===== src/rtl/osd_cmd_pkg.sv =====
package osd_cmd_pkg;
  localparam int WORD_W       = 16;
  localparam int ROW_W        = 4;
  localparam int COL_W        = 5;
  localparam int CHR_STAGE_W  = 12;
  localparam int CHR_DATA_W   = 2 * CHR_STAGE_W;
  localparam int LINE_STAGE_W = 13;
  localparam int LINE_DATA_W  = 2 * LINE_STAGE_W;

  typedef enum logic [2:0] {
    OP_ADDR       = 3'd0,
    OP_CHR_STAGE  = 3'd1,
    OP_CHR_PUT    = 3'd2,
    OP_LINE_STAGE = 3'd3,
    OP_LINE_PUT   = 3'd4,
    OP_SCR_A      = 3'd5,
    OP_SCR_B      = 3'd6,
    OP_SCR_C      = 3'd7
  } op_e;

  typedef struct packed {
    logic [ROW_W-1:0] row;
    logic [COL_W-1:0] col;
  } loc_t;

  // Raster-order successor of a location; wraps at the end of the memory.
  function automatic loc_t loc_step(input loc_t cur, input int rows, input int cols);
    loc_t nxt;
    nxt = cur;
    if (int'(cur.col) >= cols - 1) begin
      nxt.col = '0;
      if (int'(cur.row) >= rows - 1) nxt.row = '0;
      else                           nxt.row = cur.row + ROW_W'(1);
    end else begin
      nxt.col = cur.col + COL_W'(1);
    end
    return nxt;
  endfunction

  function automatic logic loc_is_last(input loc_t cur, input int rows, input int cols);
    return (int'(cur.row) == rows - 1) && (int'(cur.col) == cols - 1);
  endfunction

  function automatic logic loc_in_range(input loc_t cur, input int rows, input int cols);
    return (int'(cur.row) < rows) && (int'(cur.col) < cols);
  endfunction

  // One serial bit into the shift register, in the selected order.
  function automatic logic [WORD_W-1:0] shift_in(input logic [WORD_W-1:0] cur,
                                                 input logic bit_in, input logic msb_first);
    return msb_first ? {cur[WORD_W-2:0], bit_in} : {bit_in, cur[WORD_W-1:1]};
  endfunction
endpackage


===== src/rtl/osd_ser_sync.sv =====
module osd_ser_sync #(
  parameter int STAGES = 2
) (
  input  logic clk,
  input  logic rst_n,
  input  logic csn_in,
  input  logic sclk_in,
  input  logic din_in,
  output logic sel_s,
  output logic din_s,
  output logic sclk_rise,
  output logic sel_end
);
  // One extra stage beyond the synchronizer depth serves the edge detectors.
  logic [STAGES:0]   csn_p;
  logic [STAGES:0]   sclk_p;
  logic [STAGES-1:0] din_p;

  always_ff @(posedge clk or negedge rst_n) begin
    if (!rst_n) begin
      csn_p  <= '1;
      sclk_p <= '1;
      din_p  <= '0;
    end else begin
      csn_p  <= {csn_p[STAGES-1:0], csn_in};
      sclk_p <= {sclk_p[STAGES-1:0], sclk_in};
      din_p  <= {din_p[STAGES-2:0], din_in};
    end
  end

  assign sel_s     = ~csn_p[STAGES-1];
  assign din_s     = din_p[STAGES-1];
  assign sclk_rise = sclk_p[STAGES-1] & ~sclk_p[STAGES];
  assign sel_end   = csn_p[STAGES-1] & ~csn_p[STAGES];
endmodule


===== src/rtl/osd_ser_shift.sv =====
module osd_ser_shift
  import osd_cmd_pkg::*;
(
  input  logic              clk,
  input  logic              rst_n,
  input  logic              sel_s,
  input  logic              din_s,
  input  logic              sclk_rise,
  input  logic              sel_end,
  input  logic              msb_first,
  output logic              word_vld,
  output logic [WORD_W-1:0] word
);
  localparam int CNT_W   = $clog2(WORD_W + 2);
  localparam int CNT_TOP = WORD_W + 1;

  logic [CNT_W-1:0]  bit_cnt;
  logic [WORD_W-1:0] shreg;
  logic              cnt_exact;

  assign cnt_exact = (bit_cnt == CNT_W'(WORD_W));

  always_ff @(posedge clk or negedge rst_n) begin
    if (!rst_n) begin
      bit_cnt  <= '0;
      shreg    <= '0;
      word_vld <= 1'b0;
      word     <= '0;
    end else begin
      word_vld <= 1'b0;
      if (sel_end) begin
        if (cnt_exact) begin
          word_vld <= 1'b1;
          word     <= shreg;
        end
        bit_cnt <= '0;
      end else if (!sel_s) begin
        bit_cnt <= '0;
      end else if (sclk_rise) begin
        shreg <= shift_in(shreg, din_s, msb_first);
        if (bit_cnt != CNT_W'(CNT_TOP)) bit_cnt <= bit_cnt + CNT_W'(1);
      end
    end
  end

  AST_WORD_EXACT_COUNT: assert property (@(posedge clk) disable iff (!rst_n)
    word_vld |-> $past(bit_cnt) == CNT_W'(WORD_W));
  AST_COUNT_SATURATES: assert property (@(posedge clk) disable iff (!rst_n)
    bit_cnt <= CNT_W'(CNT_TOP));
endmodule


===== src/rtl/osd_cmd_exec.sv =====
module osd_cmd_exec
  import osd_cmd_pkg::*;
#(
  parameter int ROWS = 12,
  parameter int COLS = 28
) (
  input  logic                   clk,
  input  logic                   rst_n,
  input  logic                   word_vld,
  input  logic [WORD_W-1:0]      word,
  output logic                   chr_we,
  output loc_t                   chr_loc,
  output logic [CHR_DATA_W-1:0]  chr_wdata,
  output logic                   line_we,
  output logic [ROW_W-1:0]       line_row,
  output logic [LINE_DATA_W-1:0] line_wdata,
  output logic                   raw_we,
  output logic [WORD_W-1:0]      raw_word
);
  op_e                     op;
  loc_t                    cur;
  loc_t                    fill_pos;
  loc_t                    new_loc;
  logic                    fill_flag;
  logic                    fill_run;
  logic [CHR_DATA_W-1:0]   fill_data;
  logic [CHR_STAGE_W-1:0]  chr_stage;
  logic [LINE_STAGE_W-1:0] line_stage;
  logic [CHR_DATA_W-1:0]   put_data;

  // Named decode events, also used by the assertions.
  logic ev_addr_load, ev_chr_put, ev_fill_start, ev_drop;
  logic ev_chr_stage, ev_line_stage, ev_line_put, ev_raw;

  assign op       = op_e'(word[WORD_W-1:WORD_W-3]);
  assign new_loc  = '{row: word[11:8], col: word[4:0]};
  assign put_data = {word[CHR_STAGE_W-1:0], chr_stage};

  assign ev_addr_load  = word_vld && op == OP_ADDR && !fill_run && loc_in_range(new_loc, ROWS, COLS);
  assign ev_chr_put    = word_vld && op == OP_CHR_PUT && !fill_run;
  assign ev_fill_start = ev_chr_put && fill_flag && !loc_is_last(cur, ROWS, COLS);
  assign ev_drop       = word_vld && fill_run && (op == OP_ADDR || op == OP_CHR_PUT);
  assign ev_chr_stage  = word_vld && op == OP_CHR_STAGE;
  assign ev_line_stage = word_vld && op == OP_LINE_STAGE;
  assign ev_line_put   = word_vld && op == OP_LINE_PUT;
  assign ev_raw        = word_vld && (op == OP_SCR_A || op == OP_SCR_B || op == OP_SCR_C);

  always_ff @(posedge clk or negedge rst_n) begin
    if (!rst_n) begin
      cur        <= '0;
      fill_pos   <= '0;
      fill_flag  <= 1'b0;
      fill_run   <= 1'b0;
      fill_data  <= '0;
      chr_stage  <= '0;
      line_stage <= '0;
      chr_we     <= 1'b0;
      chr_loc    <= '0;
      chr_wdata  <= '0;
      line_we    <= 1'b0;
      line_row   <= '0;
      line_wdata <= '0;
      raw_we     <= 1'b0;
      raw_word   <= '0;
    end else begin
      chr_we  <= 1'b0;
      line_we <= 1'b0;
      raw_we  <= 1'b0;

      // Character port: fill sequencer has priority over decoded words.
      if (fill_run) begin
        chr_we    <= 1'b1;
        chr_loc   <= fill_pos;
        chr_wdata <= fill_data;
        fill_pos  <= loc_step(fill_pos, ROWS, COLS);
        if (loc_is_last(fill_pos, ROWS, COLS)) fill_run <= 1'b0;
      end else if (ev_chr_put) begin
        chr_we    <= 1'b1;
        chr_loc   <= cur;
        chr_wdata <= put_data;
        if (ev_fill_start) begin
          fill_run  <= 1'b1;
          fill_pos  <= loc_step(cur, ROWS, COLS);
          fill_data <= put_data;
          cur       <= '0;
        end else begin
          cur <= loc_step(cur, ROWS, COLS);
        end
      end else if (ev_addr_load) begin
        cur       <= new_loc;
        fill_flag <= word[7];
      end

      if (ev_chr_stage)  chr_stage  <= word[CHR_STAGE_W-1:0];
      if (ev_line_stage) line_stage <= word[LINE_STAGE_W-1:0];
      if (ev_line_put) begin
        line_we    <= 1'b1;
        line_row   <= cur.row;
        line_wdata <= {word[LINE_STAGE_W-1:0], line_stage};
      end
      if (ev_raw) begin
        raw_we   <= 1'b1;
        raw_word <= word;
      end
    end
  end

  AST_CHR_IN_RANGE: assert property (@(posedge clk) disable iff (!rst_n)
    chr_we |-> loc_in_range(chr_loc, ROWS, COLS));
  AST_LINE_IN_RANGE: assert property (@(posedge clk) disable iff (!rst_n)
    line_we |-> int'(line_row) < ROWS);
  AST_CHR_SEQUENTIAL: assert property (@(posedge clk) disable iff (!rst_n)
    (chr_we && $past(chr_we)) |-> chr_loc == loc_step($past(chr_loc), ROWS, COLS));
  AST_FILL_STOPS_AT_END: assert property (@(posedge clk) disable iff (!rst_n)
    (chr_we && loc_is_last(chr_loc, ROWS, COLS)) |=> !chr_we);
  AST_STAGE_NO_WRITE: assert property (@(posedge clk) disable iff (!rst_n)
    (ev_chr_stage && !fill_run) |=> !chr_we);
  AST_ONE_WORD_STROBE: assert property (@(posedge clk) disable iff (!rst_n)
    $onehot0({line_we, raw_we}));
  AST_DROP_KEEPS_FLAG: assert property (@(posedge clk) disable iff (!rst_n)
    ev_drop |=> $stable(fill_flag));
endmodule


===== src/rtl/osd_cmd_rx.sv =====
module osd_cmd_rx
  import osd_cmd_pkg::*;
#(
  parameter int ROWS        = 12,
  parameter int COLS        = 28,
  parameter int SYNC_STAGES = 2
) (
  input  logic        clk,
  input  logic        rst_n,
  input  logic        ser_csn,
  input  logic        ser_clk,
  input  logic        ser_din,
  input  logic        msb_first,
  output logic        chr_we,
  output logic [3:0]  chr_row,
  output logic [4:0]  chr_col,
  output logic [23:0] chr_wdata,
  output logic        line_we,
  output logic [3:0]  line_row,
  output logic [25:0] line_wdata,
  output logic        raw_we,
  output logic [15:0] raw_word
);
  logic              sel_s, din_s, sclk_rise, sel_end;
  logic              word_vld;
  logic [WORD_W-1:0] word;
  loc_t              chr_loc;

  osd_ser_sync #(.STAGES(SYNC_STAGES)) u_sync (
    .clk(clk), .rst_n(rst_n),
    .csn_in(ser_csn), .sclk_in(ser_clk), .din_in(ser_din),
    .sel_s(sel_s), .din_s(din_s), .sclk_rise(sclk_rise), .sel_end(sel_end)
  );

  osd_ser_shift u_shift (
    .clk(clk), .rst_n(rst_n),
    .sel_s(sel_s), .din_s(din_s), .sclk_rise(sclk_rise), .sel_end(sel_end),
    .msb_first(msb_first), .word_vld(word_vld), .word(word)
  );

  osd_cmd_exec #(.ROWS(ROWS), .COLS(COLS)) u_exec (
    .clk(clk), .rst_n(rst_n),
    .word_vld(word_vld), .word(word),
    .chr_we(chr_we), .chr_loc(chr_loc), .chr_wdata(chr_wdata),
    .line_we(line_we), .line_row(line_row), .line_wdata(line_wdata),
    .raw_we(raw_we), .raw_word(raw_word)
  );

  assign chr_row = chr_loc.row;
  assign chr_col = chr_loc.col;
endmodule


===== config.mk =====
export PLATFORM = sky130hd
export DESIGN_NAME = osd_cmd_rx
export DESIGN_NICKNAME = d
export VERILOG_FILES = /design/src/rtl/osd_cmd_pkg.sv /design/src/rtl/osd_ser_sync.sv /design/src/rtl/osd_ser_shift.sv /design/src/rtl/osd_cmd_exec.sv /design/src/rtl/osd_cmd_rx.sv
export SDC_FILE = /design/constraint.sdc
export NUM_CORES = 1
export LEC_CHECK = 0
export BUFFER_PORTS_ARGS = -buffer_cell sky130_fd_sc_hd__buf_2
export CAP_MARGIN = 40
export CORE_ASPECT_RATIO = 0.5
export CORE_MARGIN = 2
export CORE_UTILIZATION = 50
export DETAILED_ROUTE_END_ITERATION = 8
export GPL_TIMING_DRIVEN = 1
export PLACE_DENSITY = 0.74
export SYNTH_ARGS = -nofsm -noshare
export SYNTH_HDL_FRONTEND = slang
export SYNTH_SLANG_ARGS = --single-unit

===== constraint.sdc =====
create_clock -name clk -period 1.9 [get_ports clk]
set_clock_uncertainty 0.05 [all_clocks]
set_input_delay 0.38 -clock clk [delete_from_list [all_inputs] [get_ports clk]]
set_output_delay 0.38 -clock clk [all_outputs]
set_load 0.1 [all_outputs]

==> impl_metrics.env <==
export IMPL_status="complete, no violations"
export IMPL_hold_viol_final=0
export IMPL_cts_tree="done"
export IMPL_routed_wirelength_um=18800
export IMPL_met3_length_um=842
export IMPL_powerDensity_nw_per_um2=809
export IMPL_grt_overflow=0
export IMPL_finalSetupViolations=0
export IMPL_numPlacedInstances=1047
export IMPL_grt_pass1_wl_um=30200
export IMPL_end_kind="flop"
export IMPL_synthCells=731
export IMPL_place_ws_ns=0.0273
export IMPL_insertion_delay_ns=0.42
export IMPL_gp_congestion=0.891
export IMPL_die_x_um=188
export IMPL_area_delta_synth_final_pct=19.8
export IMPL_die_area_um2=18000
export IMPL_ys_flop_type="dfrtp_1"
export IMPL_dp_hpwl_um=12500
export IMPL_dieHeight_um=95.8
export IMPL_fin_cells=1085
export IMPL_ir_worst_vdd_v=0.000723
export IMPL_grt_usage_pct=21.8
export IMPL_yosysTopAreaCell="dfrtp_1"
export IMPL_insertedDiodeCount=0
export IMPL_ys_warn_count=0
export IMPL_clock_fmax_mhz=550
export IMPL_yosysMostFrequentCell="dfrtp_1"
export IMPL_power_mw=8.16
export IMPL_clk_pin_slew_ns=0.08
export IMPL_start_kind="flop"
export IMPL_clock_path_buffers=2
export IMPL_fp_row_count=33
export IMPL_antenna_left=0
export IMPL_synthArstFlopShare_pct=100
export IMPL_coreArea_um2=16400
export IMPL_wl_per_cell_um=17.3
export IMPL_cts_root_buf="clkbuf_16"
export IMPL_timing_final_max_slew_violations=0
export IMPL_rrSetupSlack_ns=0.08
export IMPL_crit_chain="ha_2 -> nand3b_1 -> o21ai_4 -> a2bb2oi_2 -> o21ai_0 -> a221o_1"
export IMPL_hold_path_class="flop to flop"
export IMPL_synth_nets=744
export IMPL_drv_cap=0
export IMPL_start_util_pct=51.2
export IMPL_grt_max_degree=85
export IMPL_dr_wl_met2_um=8970
export IMPL_syn_area_per_cell_um2=11.5
export IMPL_numCtsBuffers=17
export IMPL_slowest_delay_ns=0.36
export IMPL_critPathKind="flop to flop"
export IMPL_drive_gt1_share_pct=31.8
export IMPL_wl_met1_um=8570
export IMPL_drt_iter0_drc=365
export IMPL_fillers=1303
export IMPL_avgViaCountPerCell=5.40
export IMPL_r2r_cells=6
export IMPL_r2r_start="u_exec.cur[1]"
export IMPL_dr_pass1_iters=4
export IMPL_num_io_pins=88
export IMPL_io_buffers=87
export IMPL_yosys_register_bits=197
export IMPL_fin_util_pct=61.4
export IMPL_cts_sinks=197
export IMPL_synth_cell_type_count=53
export IMPL_synth_edf_count=0
export IMPL_layout_setup_ws_ns=0.0824
export IMPL_grt_pass1_vias=5751
export IMPL_antenna_found_initial=3
export IMPL_synth_top_area_share_pct=56.8
export IMPL_fin_crit_ns=1.82
export IMPL_synth_common_cells="191 x dfrtp_1, 144 x nand2_1, 77 x mux2_2"
export IMPL_num_vias=5858
export IMPL_synthTopCellsByArea="dfrtp_1 57%, mux2_2 10%, mux2i_1 7.0%, nand2_1 6.4%, o21ai_0 2.9%"
export IMPL_worstPathArrival_ns=2.08
export IMPL_cp_required_ns=2.16
export IMPL_syn_area_um2=8420
export IMPL_leakagePower_nw=5.14
export IMPL_worstMarginPinSlew_ns=0.553
export IMPL_top_layer="met4"
export IMPL_htreeDepth=4
export IMPL_fin_nets=859
export IMPL_crit_path_end="u_exec.fill_pos[7]"
export IMPL_cp_slowest_cell="dfrtp_1"
export IMPL_drc_errors=0
export IMPL_maxSlewHeadroom_pct=63.1
export IMPL_ys_seq_area_share_pct=58.6
export IMPL_critPathLaunch="u_exec.cur[1]"
export IMPL_finalCritPeriodShare_pct=95.7
export IMPL_rr_endpoint="u_exec.fill_pos[7]"
export IMPL_crit_fanout=6
[cell type report]
| class | count | area (um^2) | share of cell area (%) |
|---|---|---|---|
| Sequential cell | 197 | 4940 | 49.0 |
| Timing Repair Buffer | 140 | 947 | 9.39 |
| Inverter | 5 | 18.8 | 0.186 |
| Multi-Input combinational cell | 485 | 3290 | 32.6 |
| Tap cell | 227 | 284 | 2.82 |
| Clock inverter | 13 | 168 | 1.66 |
| Clock buffer | 18 | 439 | 4.36 |
[placed cells by master (no fill, tap or decap), drive strengths merged, types with 2 or more instances in the layout]
master	n
dfrtp	191
nand2	144
buf	135
mux2	77
mux2i	59
o21ai	51
nor2	40
a21oi	26
clkbuf	19
nand3	16
inv	10
ha	7
dfstp	6
nand2b	5
nor3	5
xor2	4
o22ai	4
nor2b	4
dlygate4sd3	4
a211oi	4
or2	4
a31oi	3
xnor2	3
clkinvlp	3
o211ai	3
nor3b	3
clkinv	3
o31a	2
and2	2
nand4	2
and3	2
bufinv	2
nand3b	2
o311ai	2
a2bb2oi	2
[through the flow]
step                      setup TNS (ns)  cell area [um^2]  hold WS [ns]
after floorplan                        0              8420        0.0344
after global placement                 0              9370         0.295
after detailed placement               0              9370         0.296
after CTS                       -0.00226             10000       0.00510
after global routing            -0.00467             10100         0.314
final                                  0             10100         0.304
[where the power goes]
part	internal [mW]	total (mW)	switching, mW	leakage (nW)
logic	0.0664	0.195	0.129	2.21
clock network	2.02	3.68	1.66	0.288
registers	4.24	4.28	0.0436	2.65
total	6.33	8.16	1.83	5.14
[what timing repair did]
action | 4_1_cts | 5_1_grt
pin swaps | 0 | 2
hold buffers | 3 | 1
setup endpoints to repair | 1 | 31
gates resized for setup | 1 | 11
buffers inserted | 0 | 3
endpoints found under the hold margin | 40 | 1
[cells by family after synthesis]
group | after synthesis | share of synthesized area [%]
muxes | 136 | 17.3
AOI/OAI and AO/OA | 102 | 7.31
adders and majority gates | 7 | 1.04
buffers and inverters | 49 | 2.82
DFF | 197 | 58.6
xor gates and xnor gates | 7 | 0.728
and+or+nand+nor | 233 | 12.1
[flip-flops by register name (all words and copies together) (netlist names)]
signal / flops
u_exec.chr_loc: 9
u_exec.chr_stage: 12
u_exec.chr_wdata: 24
u_exec.chr_we: 1
u_exec.cur: 9
u_exec.fill_data: 24
u_exec.fill_flag: 1
u_exec.fill_pos: 9
u_exec.fill_run: 1
u_exec.line_row: 4
u_exec.line_stage: 13
u_exec.line_wdata: 26
u_exec.line_we: 1
u_exec.raw_we: 1
u_exec.raw_word: 16
u_shift.bit_cnt: 5
u_shift.shreg: 16
u_shift.word: 16
u_shift.word_vld: 1
u_sync.csn_p: 3
u_sync.din_p: 2
u_sync.sclk_p: 3
[worst min path at each step]
stage / slack, ns / cells after the start / end / start
floorplan: 0.03 / 0 / u_exec.chr_loc[0] / rst_n
global placement: 0.29 / 0 / u_sync.din_p[1] / u_sync.din_p[0]
detailed placement: 0.30 / 0 / u_sync.din_p[1] / u_sync.din_p[0]
CTS: 0.005 / 1 / u_sync.din_p[0] / ser_din
global route: 0.31 / 0 / u_sync.sclk_p[1] / u_sync.sclk_p[0]
finish: 0.30 / 0 / u_sync.sclk_p[1] / u_sync.sclk_p[0]
[critical path: cells and delay by family, from the launching register on]
kind,cells,cell delay (ns)
AOI/OAI and AO/OA,4,0.88
adders and majority gates,1,0.24
DFF,1,0.36
and+or+nand+nor,1,0.18
[layer usage]
| metal | GRT usage, % | up-vias |
|---|---|---|
| li1 | - | 2745 |
| met2 | 35.9 | 129 |
| met5 | 0 | - |
| met4 | 8.33 | 0 |
| met3 | 4.05 | 34 |
| met1 | 29.3 | 2950 |
Power figures use the tool's default switching activity.
